## src/rtl/sled_pkg.sv

```systemverilog
package sled_pkg;

   // word addresses of the register block
   localparam int unsigned REG_DATA = 0;
   localparam int unsigned REG_DIV  = 1;
   localparam int unsigned REG_DLY  = 2;
   localparam int unsigned REG_MODE = 3;

   // mode register bit positions
   localparam int unsigned MODE_NOLATCH = 0;
   localparam int unsigned MODE_PWM     = 1;

   typedef enum logic [1:0] {
      SQ_IDLE  = 2'd0,
      SQ_SHIFT = 2'd1,
      SQ_LATCH = 2'd2
   } sq_state_t;

endpackage

```

## src/rtl/sled_regs.sv

```systemverilog
module sled_regs #(
   parameter int NBITS    = 17,
   parameter int DW       = 32,
   parameter int ADDR_W   = 2,
   parameter int DIV_W    = 2,
   parameter int DLY_W    = 4,
   parameter int BUSY_BIT = 31
) (
   input  logic              clk,
   input  logic              rst_n,
   input  logic              we,
   input  logic [ADDR_W-1:0] addr,
   input  logic [DW-1:0]     wdata,
   input  logic              busy,
   output logic [DW-1:0]     rdata,
   output logic [NBITS-1:0]  data_q,
   output logic [DIV_W-1:0]  div_q,
   output logic [DLY_W-1:0]  dly_q,
   output logic              alt_q,
   output logic              pwm_q,
   output logic              sw_start
);
   import sled_pkg::*;

   logic hit_data, hit_div, hit_dly, hit_mode;
   logic pwm_req;
   logic unused_wbits;

   assign hit_data = we && (addr == ADDR_W'(REG_DATA));
   assign hit_div  = we && (addr == ADDR_W'(REG_DIV));
   assign hit_dly  = we && (addr == ADDR_W'(REG_DLY));
   assign hit_mode = we && (addr == ADDR_W'(REG_MODE));

   assign unused_wbits = ^wdata[DW-1:NBITS];

   // data is taken only when the chain is free and software owns it
   assign sw_start = hit_data && !busy && !pwm_q;

   // entering PWM mode is refused while a sequence runs; leaving is always allowed
   assign pwm_req = wdata[MODE_PWM];

   always_ff @(posedge clk or negedge rst_n) begin
      if (!rst_n) begin
         data_q <= '0;
         div_q  <= '0;
         dly_q  <= '0;
         alt_q  <= 1'b0;
         pwm_q  <= 1'b0;
      end else begin
         if (sw_start) data_q <= wdata[NBITS-1:0];
         if (hit_div)  div_q  <= wdata[DIV_W-1:0];
         if (hit_dly)  dly_q  <= wdata[DLY_W-1:0];
         if (hit_mode) begin
            alt_q <= wdata[MODE_NOLATCH];
            if (!pwm_req)
               pwm_q <= 1'b0;
            else if (pwm_q || !busy)
               pwm_q <= 1'b1;
         end
      end
   end

   always_comb begin
      rdata = '0;
      unique case (int'(addr))
         REG_DATA: begin
            rdata[NBITS-1:0] = data_q;
            rdata[BUSY_BIT]  = busy;
         end
         REG_DIV:  rdata[DIV_W-1:0] = div_q;
         REG_DLY:  rdata[DLY_W-1:0] = dly_q;
         REG_MODE: begin
            rdata[MODE_NOLATCH] = alt_q;
            rdata[MODE_PWM]     = pwm_q;
         end
         default:  rdata = '0;
      endcase
   end

endmodule

```

## src/rtl/sled_timer.sv

```systemverilog
module sled_timer #(
   parameter int DIV_W = 2,
   parameter int DLY_W = 4
) (
   input  logic             clk,
   input  logic             rst_n,
   input  logic             restart,
   input  logic             run,
   input  logic [DIV_W-1:0] code,
   input  logic [DLY_W-1:0] dly_in,
   output logic             slot_end,
   output logic             clk_win
);
   localparam int NCODE = 2 ** DIV_W;
   localparam int LEN_W = NCODE + 2;
   localparam int CW    = ((LEN_W > DLY_W) ? LEN_W : DLY_W) + 1;

   logic [LEN_W-1:0] len_tab [NCODE];
   logic [LEN_W-1:0] len_q, cnt_q;
   logic [CW-1:0]    dly_q, half_m1, dly_ext, cnt_ext;

   // slot length per divider code: 4, 8, 16, ...
   for (genvar g = 0; g < NCODE; g++) begin : g_len
      assign len_tab[g] = LEN_W'(4) << g;
   end

   assign half_m1 = CW'(len_tab[code] >> 1) - CW'(1);
   assign dly_ext = CW'(dly_in);
   assign cnt_ext = CW'(cnt_q);

   always_ff @(posedge clk or negedge rst_n) begin
      if (!rst_n) begin
         len_q <= LEN_W'(4);
         dly_q <= '0;
         cnt_q <= '0;
      end else if (restart) begin
         // timing is frozen for the whole sequence
         len_q <= len_tab[code];
         dly_q <= (dly_ext > half_m1) ? half_m1 : dly_ext;
         cnt_q <= '0;
      end else if (run) begin
         cnt_q <= slot_end ? '0 : cnt_q + LEN_W'(1);
      end else begin
         cnt_q <= '0;
      end
   end

   assign slot_end = run && (cnt_q == len_q - LEN_W'(1));
   assign clk_win  = run && (cnt_ext > dly_q) &&
                     (cnt_ext <= dly_q + CW'(len_q >> 1));

endmodule

```

## src/rtl/sled_seq.sv

```systemverilog
module sled_seq #(
   parameter int NBITS       = 17,
   parameter int SYNC_STAGES = 2
) (
   input  logic             clk,
   input  logic             rst_n,
   input  logic             sw_start,
   input  logic [NBITS-1:0] sw_data,
   input  logic             pwm_on,
   input  logic             alt_mode,
   input  logic [NBITS-1:0] pwm_lvl,
   input  logic             slot_end,
   input  logic             clk_win,
   output logic             busy,
   output logic             start,
   output logic [NBITS-1:0] pat_o,
   output logic             sclk,
   output logic             sdata,
   output logic             latch
);
   import sled_pkg::*;

   localparam int IDX_W = $clog2(NBITS);

   sq_state_t        st_q;
   logic [IDX_W-1:0] idx_q;
   logic [NBITS-1:0] sh_q, last_q, pat;
   logic             alt_run_q, pwm_start;

   // channel levels sampled through an optional register chain
   if (SYNC_STAGES == 0) begin : g_nosync
      assign pat = pwm_lvl;
   end else begin : g_sync
      logic [NBITS-1:0] stg_q [SYNC_STAGES];
      always_ff @(posedge clk or negedge rst_n) begin
         if (!rst_n) stg_q[0] <= '0;
         else        stg_q[0] <= pwm_lvl;
      end
      for (genvar s = 1; s < SYNC_STAGES; s++) begin : g_stg
         always_ff @(posedge clk or negedge rst_n) begin
            if (!rst_n) stg_q[s] <= '0;
            else        stg_q[s] <= stg_q[s-1];
         end
      end
      assign pat = stg_q[SYNC_STAGES-1];
   end

   assign pat_o     = pat;
   assign busy      = (st_q != SQ_IDLE);
   assign pwm_start = pwm_on && !busy && (pat != '0) && (pat != last_q);
   assign start     = sw_start || pwm_start;

   always_ff @(posedge clk or negedge rst_n) begin
      if (!rst_n) begin
         last_q <= '0;
      end else if (!pwm_on) begin
         last_q <= '0;
      end else if (pwm_start) begin
         last_q <= pat;
      end
   end

   always_ff @(posedge clk or negedge rst_n) begin
      if (!rst_n) begin
         st_q      <= SQ_IDLE;
         idx_q     <= '0;
         sh_q      <= '0;
         alt_run_q <= 1'b0;
      end else begin
         unique case (st_q)
            SQ_IDLE: begin
               if (start) begin
                  st_q      <= SQ_SHIFT;
                  idx_q     <= IDX_W'(NBITS - 1);
                  sh_q      <= sw_start ? sw_data : pat;
                  alt_run_q <= alt_mode;
               end
            end
            SQ_SHIFT: begin
               if (slot_end) begin
                  if (idx_q == '0) begin
                     st_q <= alt_run_q ? SQ_IDLE : SQ_LATCH;
                  end else begin
                     idx_q <= idx_q - IDX_W'(1);
                  end
                  sh_q <= {sh_q[NBITS-2:0], 1'b0};
               end
            end
            SQ_LATCH: begin
               if (slot_end) st_q <= SQ_IDLE;
            end
            default: st_q <= SQ_IDLE;
         endcase
      end
   end

   assign sclk  = (st_q == SQ_SHIFT) && clk_win;
   assign sdata = (st_q == SQ_SHIFT) && sh_q[NBITS-1];
   assign latch = (st_q == SQ_LATCH);

endmodule

```

## src/rtl/serial_led_out.sv

```systemverilog
module serial_led_out #(
   parameter int NBITS       = 17,
   parameter int DW          = 32,
   parameter int ADDR_W      = 2,
   parameter int DIV_W       = 2,
   parameter int DLY_W       = 4,
   parameter int BUSY_BIT    = 31,
   parameter int SYNC_STAGES = 2
) (
   input  logic              clk,
   input  logic              rst_n,
   input  logic              bus_we,
   input  logic [ADDR_W-1:0] bus_addr,
   input  logic [DW-1:0]     bus_wdata,
   output logic [DW-1:0]     bus_rdata,
   input  logic [NBITS-1:0]  pwm_lvl,
   output logic              sr_clk,
   output logic              sr_data,
   output logic              sr_latch
);
   // elaboration checks on the parameter set
   if (NBITS < 2 || NBITS >= BUSY_BIT) begin : g_bad_nbits
      $error("NBITS must be at least 2 and below BUSY_BIT");
   end
   if (BUSY_BIT >= DW) begin : g_bad_busy
      $error("BUSY_BIT must fit in the data width");
   end
   if (ADDR_W < 2) begin : g_bad_addr
      $error("ADDR_W must reach four registers");
   end
   if (DIV_W < 1 || DIV_W > 3 || DLY_W < 1 || DLY_W > NBITS) begin : g_bad_fields
      $error("divider or delay field width out of range");
   end
   if (SYNC_STAGES < 0) begin : g_bad_sync
      $error("SYNC_STAGES must not be negative");
   end

   logic [NBITS-1:0] data_w, pat_w;
   logic [DIV_W-1:0] div_w;
   logic [DLY_W-1:0] dly_w;
   logic             alt_w, pwm_w, sw_start_w, start_w, busy_w;
   logic             slot_end_w, clk_win_w;

   sled_regs #(
      .NBITS(NBITS), .DW(DW), .ADDR_W(ADDR_W),
      .DIV_W(DIV_W), .DLY_W(DLY_W), .BUSY_BIT(BUSY_BIT)
   ) u_regs (
      .clk(clk), .rst_n(rst_n),
      .we(bus_we), .addr(bus_addr), .wdata(bus_wdata),
      .busy(busy_w), .rdata(bus_rdata),
      .data_q(data_w), .div_q(div_w), .dly_q(dly_w),
      .alt_q(alt_w), .pwm_q(pwm_w), .sw_start(sw_start_w)
   );

   sled_timer #(.DIV_W(DIV_W), .DLY_W(DLY_W)) u_timer (
      .clk(clk), .rst_n(rst_n),
      .restart(start_w), .run(busy_w),
      .code(div_w), .dly_in(dly_w),
      .slot_end(slot_end_w), .clk_win(clk_win_w)
   );

   sled_seq #(.NBITS(NBITS), .SYNC_STAGES(SYNC_STAGES)) u_seq (
      .clk(clk), .rst_n(rst_n),
      .sw_start(sw_start_w), .sw_data(bus_wdata[NBITS-1:0]),
      .pwm_on(pwm_w), .alt_mode(alt_w), .pwm_lvl(pwm_lvl),
      .slot_end(slot_end_w), .clk_win(clk_win_w),
      .busy(busy_w), .start(start_w), .pat_o(pat_w),
      .sclk(sr_clk), .sdata(sr_data), .latch(sr_latch)
   );

endmodule

```

## config.mk

```make
export PLATFORM = sky130hd
export DESIGN_NAME = serial_led_out
export DESIGN_NICKNAME = d
export VERILOG_FILES = /design/src/rtl/sled_pkg.sv /design/src/rtl/sled_regs.sv /design/src/rtl/sled_timer.sv /design/src/rtl/sled_seq.sv /design/src/rtl/serial_led_out.sv
export SDC_FILE = /design/constraint.sdc
export NUM_CORES = 1
export LEC_CHECK = 0
export BUFFER_PORTS_ARGS = -buffer_cell sky130_fd_sc_hd__buf_2
export CORE_MARGIN = 3
export CORE_UTILIZATION = 55
export CTS_CLUSTER_DIAMETER = 200
export DETAILED_ROUTE_END_ITERATION = 8
export PLACE_DENSITY = 0.78
export SETUP_SLACK_MARGIN = 0.4
export SLEW_MARGIN = 20
export SYNTH_ARGS = -nofsm -noshare
export SYNTH_HDL_FRONTEND = slang
export SYNTH_SLANG_ARGS = --single-unit
```

## constraint.sdc

```tcl
create_clock -name clk -period 6.2 [get_ports clk]
set_clock_uncertainty 0.15 [all_clocks]
set_input_delay 0.31 -clock clk [delete_from_list [all_inputs] [get_ports clk]]
set_output_delay 0.31 -clock clk [all_outputs]
set_load 0.005 [all_outputs]
```

==> results.sh <==
export IMPL_fmax_mhz=273
export IMPL_portion_of_total_power_attributed_to_the_clock_network_pct=51.8
export IMPL_detailroute_wirelength_met3_um=685
export IMPL_hold_path_endpoint="u_regs.pwm_q$_DFFE_PN0P_"
export IMPL_post_route_drc_count=0
export IMPL_overflow=0
export IMPL_final_fill_count=677
export IMPL_timing_worst_slew_pin_value_ns=1.03
export IMPL_num_rows=36
export IMPL_multi_input_comb_area_um2=2560
export IMPL_pin_count=89
export IMPL_layout_core_utilization_pct=70.6
export IMPL_io_port_bufs=59
export IMPL_whs_ns=0.0850
export IMPL_regToRegStartpoint="u_seq.st_q[0]$_DFFE_PN0P_"
export IMPL_post_synth_cell_area_avg_um2=10.9
export IMPL_swShare_pct=23.7
export IMPL_detail_route_wirelength_um=12600
export IMPL_die_height_um=108
export IMPL_critical_path_peak_fanout=3
export IMPL_ant_nets=0
export IMPL_wire_length_of_the_first_global_routing_pass_um=20900
export IMPL_report_final_setup_viol=0
export IMPL_start_util_pct=57.5
export IMPL_drt_wirelength_per_cell_um=16.5
export IMPL_layout_area_overhead_vs_synth_pct=22.8
export IMPL_die_footprint_um2=11700
export IMPL_num_antenna_cells=0
export IMPL_yosysSeqAreaShare_pct=51.2
export IMPL_path_class="reg -> out"
export IMPL_post_layout_nonfiller_instances=767
export IMPL_detail_route_first_pass_iterations=4
export IMPL_post_synth_instance_area_um2=5720
export IMPL_layout_commonest_cell="sky130_fd_sc_hd__dfrtp_1"
export IMPL_yosys_area_top_type="sky130_fd_sc_hd__dfrtp_1"
export IMPL_proportion_of_power_drawn_by_combinational_gates_pct=6.4
export IMPL_finalWeightedCongestion=0.834
export IMPL_max_cap_violations=0
export IMPL_core_area_um2=9950
export IMPL_min_delay_path_class="in -> reg"
export IMPL_antenna_found_initial=0
export IMPL_via_per_inst=5.43
export IMPL_maxUsedRoutingLayer="met4"
export IMPL_placed_cells=700
export IMPL_post_cts_resized_instances=0
export IMPL_cts_reportedPaths_clkPinSlew_ns=0.06
export IMPL_required_ns=5.74
export IMPL_floorplan_die_width_um=108
export IMPL_tritoncts_clock_tree="yes"
export IMPL_track_usage_pct=23.2
export IMPL_dpl_worst_slack_ns=3.01
export IMPL_final_critical_path_required_period_ns=3.67
export IMPL_whs_path_depth=3
export IMPL_num_vias=4166
export IMPL_min_from="bus_we"
export IMPL_clk_path_buf_depth=2
export IMPL_grt_setup_unrepaired="false"
export IMPL_mostFrequentLayoutCells="sky130_fd_sc_hd__dfrtp_1 (116), sky130_fd_sc_hd__nand2_1 (78), sky130_fd_sc_hd__buf_2 (58), sky130_fd_sc_hd__nor2_1 (35), sky130_fd_sc_hd__dlygate4sd3_1 (35)"
export IMPL_drive_above_1_share_pct=20.7
export IMPL_yosysWarnings=0
export IMPL_cts_htree_levels=4
export IMPL_synth_top_area_share_pct=50.7
export IMPL_ys_seq_elements=117
export IMPL_ff_latch_area_um2=2930
export IMPL_timing_final_ws_setup_ns=2.53
export IMPL_max_transition_viols_final=0
export IMPL_p_int_mw=1.47
export IMPL_static_leakage_power_nw=3.41
export IMPL_seq_power_share_pct=41.9
export IMPL_status="finished clean"
export IMPL_worst_endpoint_arrival_ns=3.21
export IMPL_cts_sinks=117
export IMPL_fin_tns_setup_ns=0
export IMPL_hold_violations=0
export IMPL_worst_setup_path_start_kind="register"
export IMPL_syn_instance_count=525
export IMPL_finalNetCount=700
export IMPL_worst_r2r_endpoint="u_seq.sh_q[3]$_DFFE_PN0P_"
export IMPL_worst_slew_slack_as_a_fraction_of_its_limit_pct=31.3
export IMPL_areal_power_density_over_the_cells_nw_per_um2=274
export IMPL_clock_latency_of_the_later_clocked_register_in_the_worst_skew_pair_ns=0.51
export IMPL_root_buffer="sky130_fd_sc_hd__clkbuf_8"
export IMPL_first_global_vias=4312
export IMPL_peakVddDrop_mv=0.211
export IMPL_hpwlAfterDp_um=8060
export IMPL_routed_wl_met2_um=6510
export IMPL_ys_top_cells_by_area="sky130_fd_sc_hd__dfrtp_1 (51%), sky130_fd_sc_hd__ha_1 (5.2%), sky130_fd_sc_hd__nand2_1 (5.1%)"
export IMPL_power_switching_uw=455
export IMPL_grt_start_max_net_pins=70
export IMPL_numCtsBuffers=17
export IMPL_fin_crit_sh_pct=59.1
export IMPL_r2r_slack_ns=3.21
export IMPL_detail_route_wirelength_met1_um=5140
export IMPL_drt_initial_drc_count=320
export IMPL_crit_path_end_kind="primary output"
export IMPL_yosysUniqueCellTypes=47
export IMPL_reg2regPathDepth=4
==> synthesized netlist by cell type (all sizes together) <==
| library cell | count |
|---|---|
| dfrtp | 116 |
| nand2 | 78 |
| nor2 | 35 |
| mux2 | 27 |
| mux2i | 27 |
| xnor2 | 27 |
| ha | 24 |
| nor2b | 24 |
| buf | 22 |
| inv | 22 |
| a31oi | 17 |
| and2 | 14 |
| clkbuf | 12 |
| a21oi | 10 |
| o21ai | 8 |
| nand4 | 7 |
| o21a | 6 |
| a21o | 5 |
| nor3 | 5 |
| nand3 | 4 |
| nand3b | 4 |
| nor4 | 4 |
| o211ai | 3 |
| xor2 | 3 |
| a41oi | 2 |
| mux4 | 2 |
| nor4b | 2 |
| o22a | 2 |
| or2 | 2 |
| a2111oi | 1 |
| and4b | 1 |
| conb | 1 |
| dfstp | 1 |
| fa | 1 |
| nand2b | 1 |
| nand4b | 1 |
| o31ai | 1 |
| o32ai | 1 |
| o41ai | 1 |
| or3 | 1 |
==> layout make-up <==
class / instances / share of cell area [%]
flip-flops and latches: 117 / 41.7
multi-input cells: 365 / 36.4
repair buffers: 98 / 9.65
clock buffers: 17 / 5.90
clock inverters: 15 / 2.76
well taps: 133 / 2.37
inverters: 22 / 1.18
==> how the worst max path moves through the flow <==
stage | start | endpoint | slack, ns | cells past startpoint
after detailed placement | bus_addr[1] | u_timer.len_q[4]$_DFFE_PN0N_ | 3.01 | 5
after CTS | u_timer.dly_q[1]$_DFFE_PN0N_ | sr_clk | 2.57 | 11
after global routing | u_timer.dly_q[1]$_DFFE_PN0N_ | sr_clk | 2.37 | 11
after global placement | bus_addr[0] | u_timer.len_q[4]$_DFFE_PN0N_ | 3.07 | 5
after floorplan | u_timer.dly_q[1]$_DFFE_PN0N_ | sr_clk | 3.47 | 10
final | u_timer.dly_q[1]$_DFFE_PN0N_ | sr_clk | 2.53 | 11
==> worst max-delay path, stage by stage (launching register included) <==
cell	delay [ns]
sky130_fd_sc_hd__dfrtp_1	0.38
sky130_fd_sc_hd__ha_1	0.23
sky130_fd_sc_hd__fa_1	0.41
sky130_fd_sc_hd__a21o_1	0.19
sky130_fd_sc_hd__a21oi_1	0.18
sky130_fd_sc_hd__xnor2_1	0.09
sky130_fd_sc_hd__ha_1	0.33
sky130_fd_sc_hd__nand4_1	0.11
sky130_fd_sc_hd__o32ai_1	0.12
sky130_fd_sc_hd__a21oi_1	0.07
sky130_fd_sc_hd__a2111oi_0	0.38
sky130_fd_sc_hd__buf_2	0.20
==> state kept, by name, indices dropped and copies added (netlist names), 2 cells and up <==
| signal | cells |
|---|---|
| u_regs.data_q | 17 |
| u_seq.g_sync.stg_q | 17 |
| u_seq.last_q | 17 |
| u_seq.pat_o | 17 |
| u_seq.sh_q | 17 |
| u_timer.cnt_q | 6 |
| u_timer.dly_q | 6 |
| u_seq.idx_q | 5 |
| u_regs.dly_q | 4 |
| u_timer.len_q | 4 |
| u_regs.div_q | 2 |
| u_seq.st_q | 2 |
==> what timing repair did <==
| item | in CTS | in global routing |
|---|---|---|
| endpoints found under the hold margin | 90 | 0 |
| hold buffers | 35 | 0 |
| buffers inserted | 0 | 0 |
| setup endpoints to repair | 0 | 0 |
==> power by group through the flow <==
stage                     clock, mW  combinational [mW]  sequential [mW]
after detailed placement          0               0.105            0.818
final                         0.996               0.123            0.805
after CTS                      1.01               0.123            0.805
after floorplan                   0              0.0666            0.810
after global placement            0              0.0992            0.817
after global routing           1.04               0.136            0.808
==> per-layer routing <==
| metal | global-route usage, % | vias up |
|---|---|---|
| met2 | 39.4 | 149 |
| met1 | 28.6 | 2045 |
| met5 | 0 | - |
| met4 | 9.29 | 0 |
| met3 | 5.73 | 24 |
| li1 | - | 1948 |
==> stage by stage <==
stage          total power, mW  area [µm²]
3_3_place_gp             0.916        6070
3_5_place_dp             0.923        6070
4_1_cts                   1.94        7020
6_report                  1.92        7020
5_1_grt                   1.99        7020
2_1_floorplan            0.877        5770
==> cells by family after synthesis <==
logic type      count (synthesis)  synth area share (%)
other cells                     1                0.0656
buf+inv                        56                  4.90
fa+ha+maj                      25                  5.60
compound gates                 57                  6.85
flops                         117                  51.2
simple gates                  183                  15.4
mux                            56                  11.4
xor+xnor                       30                  4.59
Power figures use the tool's default switching activity.
